--- config.mk ---
export PLATFORM = sky130hd
export DESIGN_NAME = sysctl_bank
export DESIGN_NICKNAME = d
export VERILOG_FILES = /design/src/rtl/sysctl_pkg.sv /design/src/rtl/sysctl_access_check.sv /design/src/rtl/sysctl_read_mux.sv /design/src/rtl/sysctl_bank.sv
export SDC_FILE = /design/constraint.sdc
export NUM_CORES = 1
export LEC_CHECK = 0
export ABC_AREA = 1
export BUFFER_PORTS_ARGS = -buffer_cell sky130_fd_sc_hd__buf_2
export CAP_MARGIN = 20
export CELL_PAD_IN_SITES_DETAIL_PLACEMENT = 0
export CELL_PAD_IN_SITES_GLOBAL_PLACEMENT = 1
export CORE_AREA = 2 2 245 367
export CTS_BUF_LIST = sky130_fd_sc_hd__clkbuf_2
export DETAILED_ROUTE_END_ITERATION = 7
export DIE_AREA = 0 0 247 369
export PLACE_DENSITY = 0.84
export RECOVER_POWER = 25
export REMOVE_ABC_BUFFERS = 1
export SETUP_SLACK_MARGIN = 0.15
export SKIP_CTS_REPAIR_TIMING = 1
export SLEW_MARGIN = 20
export SYNTH_ARGS = -nofsm -noshare
export SYNTH_HDL_FRONTEND = slang
export SYNTH_HIERARCHICAL = 1
export SYNTH_SLANG_ARGS = --single-unit
--- constraint.sdc ---
create_clock -name clk -period 3.5 [get_ports clk]
set_input_delay 0.7 -clock clk [delete_from_list [all_inputs] [get_ports clk]]
set_output_delay 0.7 -clock clk [all_outputs]
set_load 0.02 [all_outputs]
--- src/rtl/sysctl_pkg.sv ---
package sysctl_pkg;
    localparam int XLEN    = 32;
    localparam int NREG    = 16;
    localparam int NDBG    = 4;
    localparam int RIDX_W  = $clog2(NREG);
    localparam int DIDX_W  = $clog2(NDBG);

    typedef logic [XLEN-1:0]            word_t;
    typedef logic [NREG-1:0][XLEN-1:0]  bank_t;
    typedef logic [NDBG-1:0][XLEN-1:0]  dbg_t;

    localparam word_t CTL_FORCE = 32'h0000_0078;

    // Bits of a main-bank register that a write may change.
    function automatic word_t keep_mask(input logic [RIDX_W-1:0] crn);
        case (crn)
            4'd1:          keep_mask = 32'h0000_3B87;
            4'd2:          keep_mask = 32'hFFFF_C000;
            4'd3, 4'd6,
            4'd14:         keep_mask = 32'hFFFF_FFFF;
            4'd5:          keep_mask = 32'h0000_06FF;
            4'd9:          keep_mask = 32'h0000_0001;
            4'd13:         keep_mask = 32'hFE00_0000;
            4'd15:         keep_mask = 32'h0000_3FFF;
            default:       keep_mask = '0;
        endcase
    endfunction

    // Bits forced to one on every write.
    function automatic word_t force_mask(input logic [RIDX_W-1:0] crn);
        force_mask = (crn == 4'd1) ? CTL_FORCE : '0;
    endfunction

    function automatic logic main_writable(input logic [RIDX_W-1:0] crn);
        main_writable = (keep_mask(crn) != '0);
    endfunction

    function automatic logic dbg_hit(input logic [3:0] crm);
        dbg_hit = (crm == 4'd3) || (crm == 4'd4) || (crm == 4'd8) || (crm == 4'd9);
    endfunction

    function automatic logic [DIDX_W-1:0] dbg_index(input logic [3:0] crm);
        case (crm)
            4'd3:    dbg_index = 2'd0;
            4'd4:    dbg_index = 2'd1;
            4'd8:    dbg_index = 2'd2;
            default: dbg_index = 2'd3;
        endcase
    endfunction
endpackage

--- src/rtl/sysctl_access_check.sv ---
module sysctl_access_check
    import sysctl_pkg::*;
(
    input  logic                user,
    input  logic [RIDX_W-1:0]   crn,
    input  logic [3:0]          crm,
    input  logic [2:0]          op1,
    input  logic [2:0]          op2,
    output logic                legal
);
    logic crm_zero, op2_zero, tbl_ok;

    assign crm_zero = (crm == 4'd0);
    assign op2_zero = (op2 == 3'd0);

    always_comb begin
        tbl_ok = 1'b0;
        case (crn)
            4'd0, 4'd1:                    tbl_ok = crm_zero;
            4'd2, 4'd3, 4'd5, 4'd6, 4'd13: tbl_ok = crm_zero && op2_zero;
            4'd7: begin
                case (op2)
                    3'd0:    tbl_ok = (crm >= 4'd5) && (crm <= 4'd7);
                    3'd1:    tbl_ok = (crm == 4'd5) || (crm == 4'd6) || (crm == 4'd10);
                    3'd4:    tbl_ok = (crm == 4'd10);
                    3'd5:    tbl_ok = (crm == 4'd2);
                    3'd6:    tbl_ok = (crm == 4'd5);
                    default: tbl_ok = 1'b0;
                endcase
            end
            4'd8:  tbl_ok = (op2_zero && (crm >= 4'd5) && (crm <= 4'd7))
                         || ((op2 == 3'd1) && ((crm == 4'd5) || (crm == 4'd6)));
            4'd9:  tbl_ok = (crm <= 4'd1) && (op2 <= 3'd2);
            4'd10: tbl_ok = (crm <= 4'd1) && (op2_zero || (op2 == 3'd4));
            4'd14: tbl_ok = op2_zero && (crm_zero || dbg_hit(crm));
            4'd15: tbl_ok = (crm == 4'd1) && op2_zero;
            default: tbl_ok = 1'b0;
        endcase
    end

    assign legal = !user && (op1 == 3'd0) && tbl_ok;
endmodule

--- src/rtl/sysctl_read_mux.sv ---
module sysctl_read_mux
    import sysctl_pkg::*;
#(
    parameter word_t CTYPE_WORD = 32'h0C2B_B2C1
) (
    input  logic [RIDX_W-1:0]   crn,
    input  logic [3:0]          crm,
    input  logic [2:0]          op2,
    input  bank_t               main_bank,
    input  word_t               alt_ctl,
    input  dbg_t                dbg_regs,
    output word_t               rword
);
    always_comb begin
        rword = '0;
        if (op2 != 3'd0) begin
            if (crn == 4'd0)      rword = CTYPE_WORD;
            else if (crn == 4'd1) rword = alt_ctl;
        end else if (crn == 4'd14 && dbg_hit(crm)) begin
            rword = dbg_regs[dbg_index(crm)];
        end else if (crn == 4'd15 && crm != 4'd1) begin
            rword = '0;
        end else begin
            rword = main_bank[crn];
        end
    end
endmodule

--- src/rtl/sysctl_bank.sv ---
module sysctl_bank
    import sysctl_pkg::*;
#(
    parameter logic [31:0] ID_WORD    = 32'h4D31_0A05,
    parameter logic [31:0] CTYPE_WORD = 32'h0C2B_B2C1
) (
    input  logic        clk,
    input  logic        rst_n,
    input  logic        req_valid,
    input  logic        req_write,
    input  logic        req_user,
    input  logic [3:0]  req_crn,
    input  logic [3:0]  req_crm,
    input  logic [2:0]  req_op1,
    input  logic [2:0]  req_op2,
    input  logic [31:0] req_wdata,
    output logic        rsp_done,
    output logic        rsp_reject,
    output logic [31:0] rsp_rdata,
    output logic        endian_flip
);
    localparam int ENDIAN_BIT = 7;
    localparam word_t ALT_KEEP = 32'h0000_0033;

    typedef struct packed {
        bank_t  main;
        word_t  alt_ctl;
        dbg_t   dbg;
        logic   done;
        logic   reject;
        logic   flip;
        word_t  rdata;
    } state_t;

    state_t st_d, st_q;
    logic   legal;
    word_t  rword, main_new;

    sysctl_access_check u_check (
        .user  (req_user),
        .crn   (req_crn),
        .crm   (req_crm),
        .op1   (req_op1),
        .op2   (req_op2),
        .legal (legal)
    );

    sysctl_read_mux #(.CTYPE_WORD(CTYPE_WORD)) u_rmux (
        .crn       (req_crn),
        .crm       (req_crm),
        .op2       (req_op2),
        .main_bank (st_q.main),
        .alt_ctl   (st_q.alt_ctl),
        .dbg_regs  (st_q.dbg),
        .rword     (rword)
    );

    assign main_new = (req_wdata & keep_mask(req_crn)) | force_mask(req_crn);

    always_comb begin
        st_d        = st_q;
        st_d.done   = 1'b0;
        st_d.reject = 1'b0;
        st_d.flip   = 1'b0;
        st_d.rdata  = '0;
        if (req_valid) begin
            st_d.done   = legal;
            st_d.reject = !legal;
            if (legal && !req_write) begin
                st_d.rdata = rword;
            end
            if (legal && req_write) begin
                if (req_op2 != 3'd0) begin
                    if (req_crn == 4'd1)
                        st_d.alt_ctl = req_wdata & ALT_KEEP;
                end else if (req_crn == 4'd14 && dbg_hit(req_crm)) begin
                    st_d.dbg[dbg_index(req_crm)] = req_wdata;
                end else if (main_writable(req_crn)) begin
                    st_d.main[req_crn] = main_new;
                    if (req_crn == 4'd1 &&
                        main_new[ENDIAN_BIT] != st_q.main[1][ENDIAN_BIT])
                        st_d.flip = 1'b1;
                end
            end
        end
    end

    always_ff @(posedge clk) begin
        if (!rst_n) begin
            st_q         <= '0;
            st_q.main[0] <= ID_WORD;
            st_q.main[1] <= CTL_FORCE;
        end else begin
            st_q <= st_d;
        end
    end

    assign rsp_done    = st_q.done;
    assign rsp_reject  = st_q.reject;
    assign rsp_rdata   = st_q.rdata;
    assign endian_flip = st_q.flip;

    p_resp_excl_r10: assert property (@(posedge clk) disable iff (!rst_n)
        !(rsp_done && rsp_reject));
    p_resp_given_r10: assert property (@(posedge clk) disable iff (!rst_n)
        req_valid |=> (rsp_done || rsp_reject));
    p_no_req_no_resp_r12: assert property (@(posedge clk) disable iff (!rst_n)
        !req_valid |=> !(rsp_done || rsp_reject));
    p_reject_zero_r10: assert property (@(posedge clk) disable iff (!rst_n)
        rsp_reject |-> (rsp_rdata == '0));
    p_user_reject_r1: assert property (@(posedge clk) disable iff (!rst_n)
        (req_valid && (req_user || req_op1 != 3'd0)) |=> rsp_reject);
    p_flip_src_r11: assert property (@(posedge clk) disable iff (!rst_n)
        endian_flip |-> (rsp_done && $past(req_write) && $past(req_crn) == 4'd1));
endmodule

==> results of run 1 <==
## registers in the layout, summed over array words and instances (netlist names)
| register | count |
|---|---|
| st_q | 644 |
| rsp_rdata | 32 |
| endian_flip | 1 |
| rsp_done | 1 |
| rsp_reject | 1 |
## tightest hold or removal path: cells and delay by family
kind / cells / cell delay (ps)
buffers and inverters: 2 / 660
AND/OR/NAND/NOR: 2 / 140
## cells by family after synthesis
| kind of cell | count (synthesis) |
|---|---|
| flip-flops | 679 |
| XOR/XNOR | 1 |
| adder cells (fa/ha/maj) | 4 |
| other | 1 |
| AO/OA/AOI/OAI | 257 |
| AND/OR/NAND/NOR | 3906 |
| buffers and inverters | 1085 |
## power groups by stage
stage	combinational [uW]	clock [uW]	sequential [uW]
finish	1070	5220	7720
global route	1150	5790	7730
CTS	1020	5440	7720
detailed placement	1020	0	7900
global placement	1020	0	7900
floorplan	393	0	7900
## how the worst max path moves through the flow
stage	depth (start not counted)	startpoint	endpoint	slack (ps)
2_1_floorplan	12	req_crn[0]	st_q[291]	-2770
3_3_place_gp	21	req_crm[0]	st_q[625]	240
3_5_place_dp	20	req_crm[0]	st_q[229]	140
4_1_cts	1	endian_flip	endian_flip	530
5_1_grt	22	req_crn[0]	st_q[445]	260
6_report	15	req_user	st_q[445]	360
## layout by cell type (no fill, tap or decap), types with 14 or more instances in the layout
cell type	instances
nand2_1	2572
nor2_1	1094
dfxtp_1	679
inv_1	668
clkbuf_2	257
o21ai_0	200
nand4_1	120
nand3_1	86
buf_2	82
buf_4	75
dlygate4sd3_1	54
clkinv_1	40
o21ai_1	34
buf_12	30
conb_1	28
inv_2	14
## layout make-up
class / instances / area [sq um]
flip-flops and latches: 679 / 13600
clock buffers: 248 / 1240
repair buffers: 257 / 2220
clock inverters: 41 / 166
diodes: 5 / 12.5
well taps: 1147 / 1440
multi-input cells: 4196 / 16700
fillers: 9513 / 49700
inverters: 690 / 2600
## stage by stage
stage	TNS, ps	std cells
2_1_floorplan	-1183850	5565
3_3_place_gp	0	6915
3_5_place_dp	0	6915
4_1_cts	0	7204
5_1_grt	0	7263
6_report	0	7263
## routing by layer
layer,vias to the layer above,part of all wire [%],global-route usage (%)
met5,-,0,0
met4,0,3.0,8.43
met3,212,5.1,4.17
met2,807,48,40.6
met1,15100,44,29.3
li1,17700,-,-
==> flow_metrics.tcl, run 1 <==
set metrics [dict create \
    cpPeakStageDelay_ps 610 \
    setup_viol 0 \
    worst_slack_ps 361 \
    p_leak_uw 0.0206 \
    wl_um 108000 \
    synthAdderAreaFrac_pct 0.143 \
    hold_viol 0 \
    drv_slew 0 \
    io_buffers 85 \
    synth_seq_cells 679 \
    fmax_ghz 0.319 \
    fin_total_pwr_uw 14000 \
    cts-buffers-inserted 168 \
    synthSimpleGateAreaFrac_pct 43.6 \
    p_sw_uw 4170 \
    die_area_sq_um 91100 \
    maxSlewHeadroom_pct 18.5 \
    start_kind "primary input" \
    synth_top_area_share_pct 38.9 \
    hp-start "req_wdata[4]" \
    initial_core_util_pct 39.8 \
    placed_cell_area_sq_um 36300 \
    fin_util_pct 43.3 \
    p_comb_share_pct 7.6 \
    min_to "st_q[103]" \
    synth_commonest_cells "nand2_1, nor2_1, dfxtp_1" \
    synth-xor-area-share_pct 0.0251 \
    power_density_nw_per_um2 369 \
    die_h_um 369 \
    clock_skew_ps 51.0 \
    yosys_warnings 6 \
    syn_to_final_growth_pct 8.92 \
    hold_slack_ps 97.0 \
    crit_path_max_fanout 35 \
    dr_total_vias 33800 \
    clk_path_buf_depth 3 \
    drt-initial-drc-count 2301 \
    min_period_ps 3140 \
    max-vdd-ir-drop_mv 0.234 \
    hp-class "primary input to register" \
    critPathSlowestCell "clkbuf_2" \
    placementRows 133 \
    reg2reg_slack_ps 1940 \
    drive_gt1_share_pct 8.18 \
    synth_cells 5933 \
    r2r_cells 14 \
    place_congestion 0.866 \
    grt_pass1_vias 31400 \
    grt_max_degree 153 \
    synth_area_sq_um 34900 \
    path_cells "dlygate4sd3_1 > buf_2 > or4_1 > dlygate4sd3_1 > nor2_1 > nand3_1 > inv_1 > nand2_1 > a21oi_4 > buf_12 > nand3_1 > clkbuf_2 > nand2_1 > nand2_1 > nor2_1" \
    ys_seq_area_share_pct 38.9 \
    ys.flop_type "dfxtp_1" \
    dieWidth_um 247 \
    maxCapViolCount 0 \
    internal_power_uw 9840 \
    viasPerCell 4.66 \
    synth_top_family_by_area "simple AND/OR/NAND/NOR gates" \
    p_clk_share_pct 37.3 \
    nNetsFinal 6047 \
    grt_overflow 0 \
    fin_crit_sh_pct 89.7 \
    drtAntennaViolNets 0 \
    avgSynthCellArea_sq_um 5.88 \
    ios 86 \
    critPathTopFamily "buffers and inverters" \
    core_area_sq_um 87700 \
    synth_cell_types 36 \
    wl_per_cell_um 14.9 \
    reg2reg_from "st_q[322]" \
    tightest_slew_ps 1220 \
    synthMuxAreaShare_pct 0 \
    p_sw_share_pct 29.8 \
    critPathRequiredTime_ps 4870 \
    synth_edf_count 0 \
    grt_pass1_wl_um 171000 \
    drc 0 \
    clockRootBuffer "clkbuf_2" \
    design_area_sq_um 38000 \
    synth.top_cells.by_area "dfxtp_1, nand2_1, nor2_1, inv_1, o21ai_0" \
    path_buf_inv 6 \
    cts_tree "built" \
    yosys.area.top_type "dfxtp_1" \
    h-tree-depth 4 \
    synth_most_common_cell "nand2_1" \
    hpwlAfterDp_um 66400 \
    hold_depth 4 \
    crit_arrival_ps 4510 \
    clk_pin_slew_ps 120 \
    synth_async_sr_flop_share_pct 0 \
    pwr-share-seq_pct 55.1 \
    preCtsSetupSlack_ps 143 \
    antenna_found_initial 2 \
    cpMostUsedCell "nand2_1" \
    grtUsageTotal_pct 23.6 \
    end_kind "register" \
    reg2reg_to "rsp_rdata[31]" \
    clock_latency_ps 1470 \
    path_class "primary input to register" \
    clock_sinks 679 \
    dr.pass1.iters 7 \
    synth-compound-area-share_pct 3.89 \
    rsz0062_at_grt "no" \
    outcome "completed" \
]
No activity file was read; power rests on OpenSTA's default activity.
==> run 2: changes to the inputs <==
Settings changed: ABC_AREA 1 to default, CORE_AREA 2 2 245 367 to 2 2 225 337, DIE_AREA 0 0 247 369 to 0 0 227 339, PLACE_DENSITY 0.84 to 0.78.
==> run 2 against run 1 <==
  * The flow now finishes with violations (capacitance limit, slew limit)
  * Largest power group unchanged
  * Sequential power hardly changed
  * Routed wire length is 12% lower
  * Clock skew grew 39 ps
  * Cell area decreased by 13%
  * Maximum frequency increased by 3.2%
==> flow_metrics.tcl, run 2 <==
set metrics [dict create \
    drive_gt1_share_pct 19.4 \
    synth_commonest_cells "dfxtp_1, nand2_1, nand3_1" \
    core_area_sq_um 73900 \
    critPathRequiredTime_ps 4660 \
    p_comb_share_pct 6.9 \
    fin_util_pct 44.7 \
    die_h_um 339 \
    p_sw_uw 3830 \
    antenna_found_initial 8 \
    wl_per_cell_um 21.8 \
    syn_to_final_growth_pct 12.4 \
    nFillCells 7270 \
    cts-buffers-inserted 158 \
    synth.top_cells.by_area "dfxtp_1, mux4_2, nand2_1, nand3_1, o21ai_0" \
    p_sw_share_pct 27.6 \
    die_area_sq_um 77000 \
    internal_power_uw 10000 \
    clk_path_buf_depth 3 \
    nNetsFinal 3313 \
    dp_cells 4055 \
    fin_crit_sh_pct 86.9 \
    clock_latency_ps 1290 \
    synth_most_common_cell "dfxtp_1" \
    crit_arrival_ps 4200 \
    drt-initial-drc-count 1739 \
    synth_cells 3143 \
    reg2reg_slack_ps 1440 \
    rsz0062_at_grt "no" \
    hp-start "req_op1[2]" \
    drc 0 \
    p_clk_share_pct 37.4 \
    io_buffers 85 \
    ys_seq_area_share_pct 46.3 \
    start_kind "primary input" \
    path_class "primary input to register" \
    layout.cells.most_common_list "dfxtp_1, nand2_1, o21ai_0, nand3_1, clkbuf_2" \
    wl_um 94900 \
    dieWidth_um 227 \
    fin_total_pwr_uw 13900 \
    power_density_nw_per_um2 420 \
    synth_top_area_share_pct 46.3 \
    maxCapViolCount 4 \
    r2r_cells 6 \
    clockRootBuffer "clkbuf_2" \
    maxSlewHeadroom_pct -14.5 \
    setup_tns_ps 0 \
    synth_cell_types 73 \
    viasPerCell 5.54 \
    final_cell_count_no_fill 4355 \
    design_area_sq_um 33000 \
    synth_edf_count 0 \
    reg2reg_to "rsp_rdata[12]" \
    dr.pass1.iters 7 \
    cts_tree "built" \
    h-tree-depth 4 \
    reg2reg_from "st_q[303]" \
    synth_area_sq_um 29400 \
    synth_seq_cells 679 \
    setup_viol 0 \
    clock_sinks 679 \
    dr_total_vias 24100 \
    avgSynthCellArea_sq_um 9.34 \
    clock_skew_ps 89.7 \
    grtUsageTotal_pct 24.6 \
    outcome "finished, violations left" \
    clk_pin_slew_ps 120 \
    hold_viol 0 \
    largest_reg_flops 644 \
    hp-class "primary input to register" \
    drtAntennaViolNets 0 \
    p_leak_uw 0.0124 \
    yosys_warnings 6 \
    end_kind "register" \
    min_to "rsp_reject" \
    yosys.area.top_type "dfxtp_1" \
    grt_pass1_vias 23500 \
    violations "capacitance limit, slew limit" \
    pwr-share-seq_pct 55.7 \
    tightest_slew_ps 1720 \
    crit_path_max_fanout 23 \
    drv_slew 185 \
    grt_pass1_wl_um 143000 \
    placed_cell_area_sq_um 31400 \
    hpwlAfterDp_um 60100 \
    final_common_cell "dfxtp_1" \
    grt_overflow 0 \
    initial_core_util_pct 39.7 \
    max-vdd-ir-drop_mv 0.248 \
    synth_async_sr_flop_share_pct 0 \
    grt_max_degree 82 \
    fmax_ghz 0.329 \
    place_congestion 0.862 \
    ios 86 \
    largest-register "st_q" \
    ys.flop_type "dfxtp_1" \
    placementRows 122 \
    hold_depth 7 \
    min_period_ps 3040 \
]
run 2: kinds of logic after synthesis:
group,Yosys count,share of synthesized area (%)
buf+inv,381,5.96
fa+ha+maj,4,0.170
flops,679,46.3
compound gates,767,16.6
simple gates,1085,17.7
xor+xnor,2,0.0597
other cells,1,0.0128
mux,224,13.2
run 2: worst max-delay path, stage by stage:
cell and delay (ps):
buf_6 190, buf_4 230, inv_1 100, ha_1 330, mux4_2 530, or2_0 440
nand3_2 170, clkbuf_1 1160, and3_1 300
run 2: worst max-delay path by stage:
| stage | from | end | slack, ps | depth (start not counted) |
|---|---|---|---|---|
| floorplan | req_crm[0] | st_q[259] | -990 | 9 |
| global placement | req_op1[1] | st_q[668] | 110 | 11 |
| detailed placement | req_op1[1] | st_q[644] | 70 | 11 |
| CTS | rsp_rdata[0] | rsp_rdata[0] | 720 | 1 |
| global route | rst_n | rsp_rdata[11] | 390 | 6 |
| finish | req_crn[1] | st_q[497] | 460 | 9 |
run 2: per-stage QoR:
| step | hold slack (ps) | setup slack (ps) |
|---|---|---|
| 4_1_cts | -463 | 720 |
| 6_report | 156 | 459 |
| 3_3_place_gp | 413 | 110 |
| 2_1_floorplan | 406 | -988 |
| 3_5_place_dp | 416 | 67.1 |
| 5_1_grt | 139 | 386 |
run 2: cell type report:
cell class	instances	area [sq um]	share of cell area, %
diodes	3	7.51	0.0227
clock buffers	221	1110	3.35
clock inverters	41	299	0.906
inverters	36	135	0.409
multi-input cells	2110	14300	43.2
flip-flops and latches	679	13600	41.2
well taps	992	1240	3.76
repair buffers	273	2390	7.23
run 2: power groups by stage:
stage | clock [uW] | combinational, uW | sequential (uW)
floorplan | 0 | 317 | 7900
global placement | 0 | 927 | 7900
detailed placement | 0 | 925 | 7900
CTS | 5360 | 927 | 7720
global route | 5710 | 1010 | 7730
finish | 5180 | 960 | 7720
run 2: routing by layer:
layer	GRT usage [%]	wire length (um)
met1	28.6	37200
met2	43.0	48000
met3	4.26	5170
met4	12.7	4500
met5	0	20
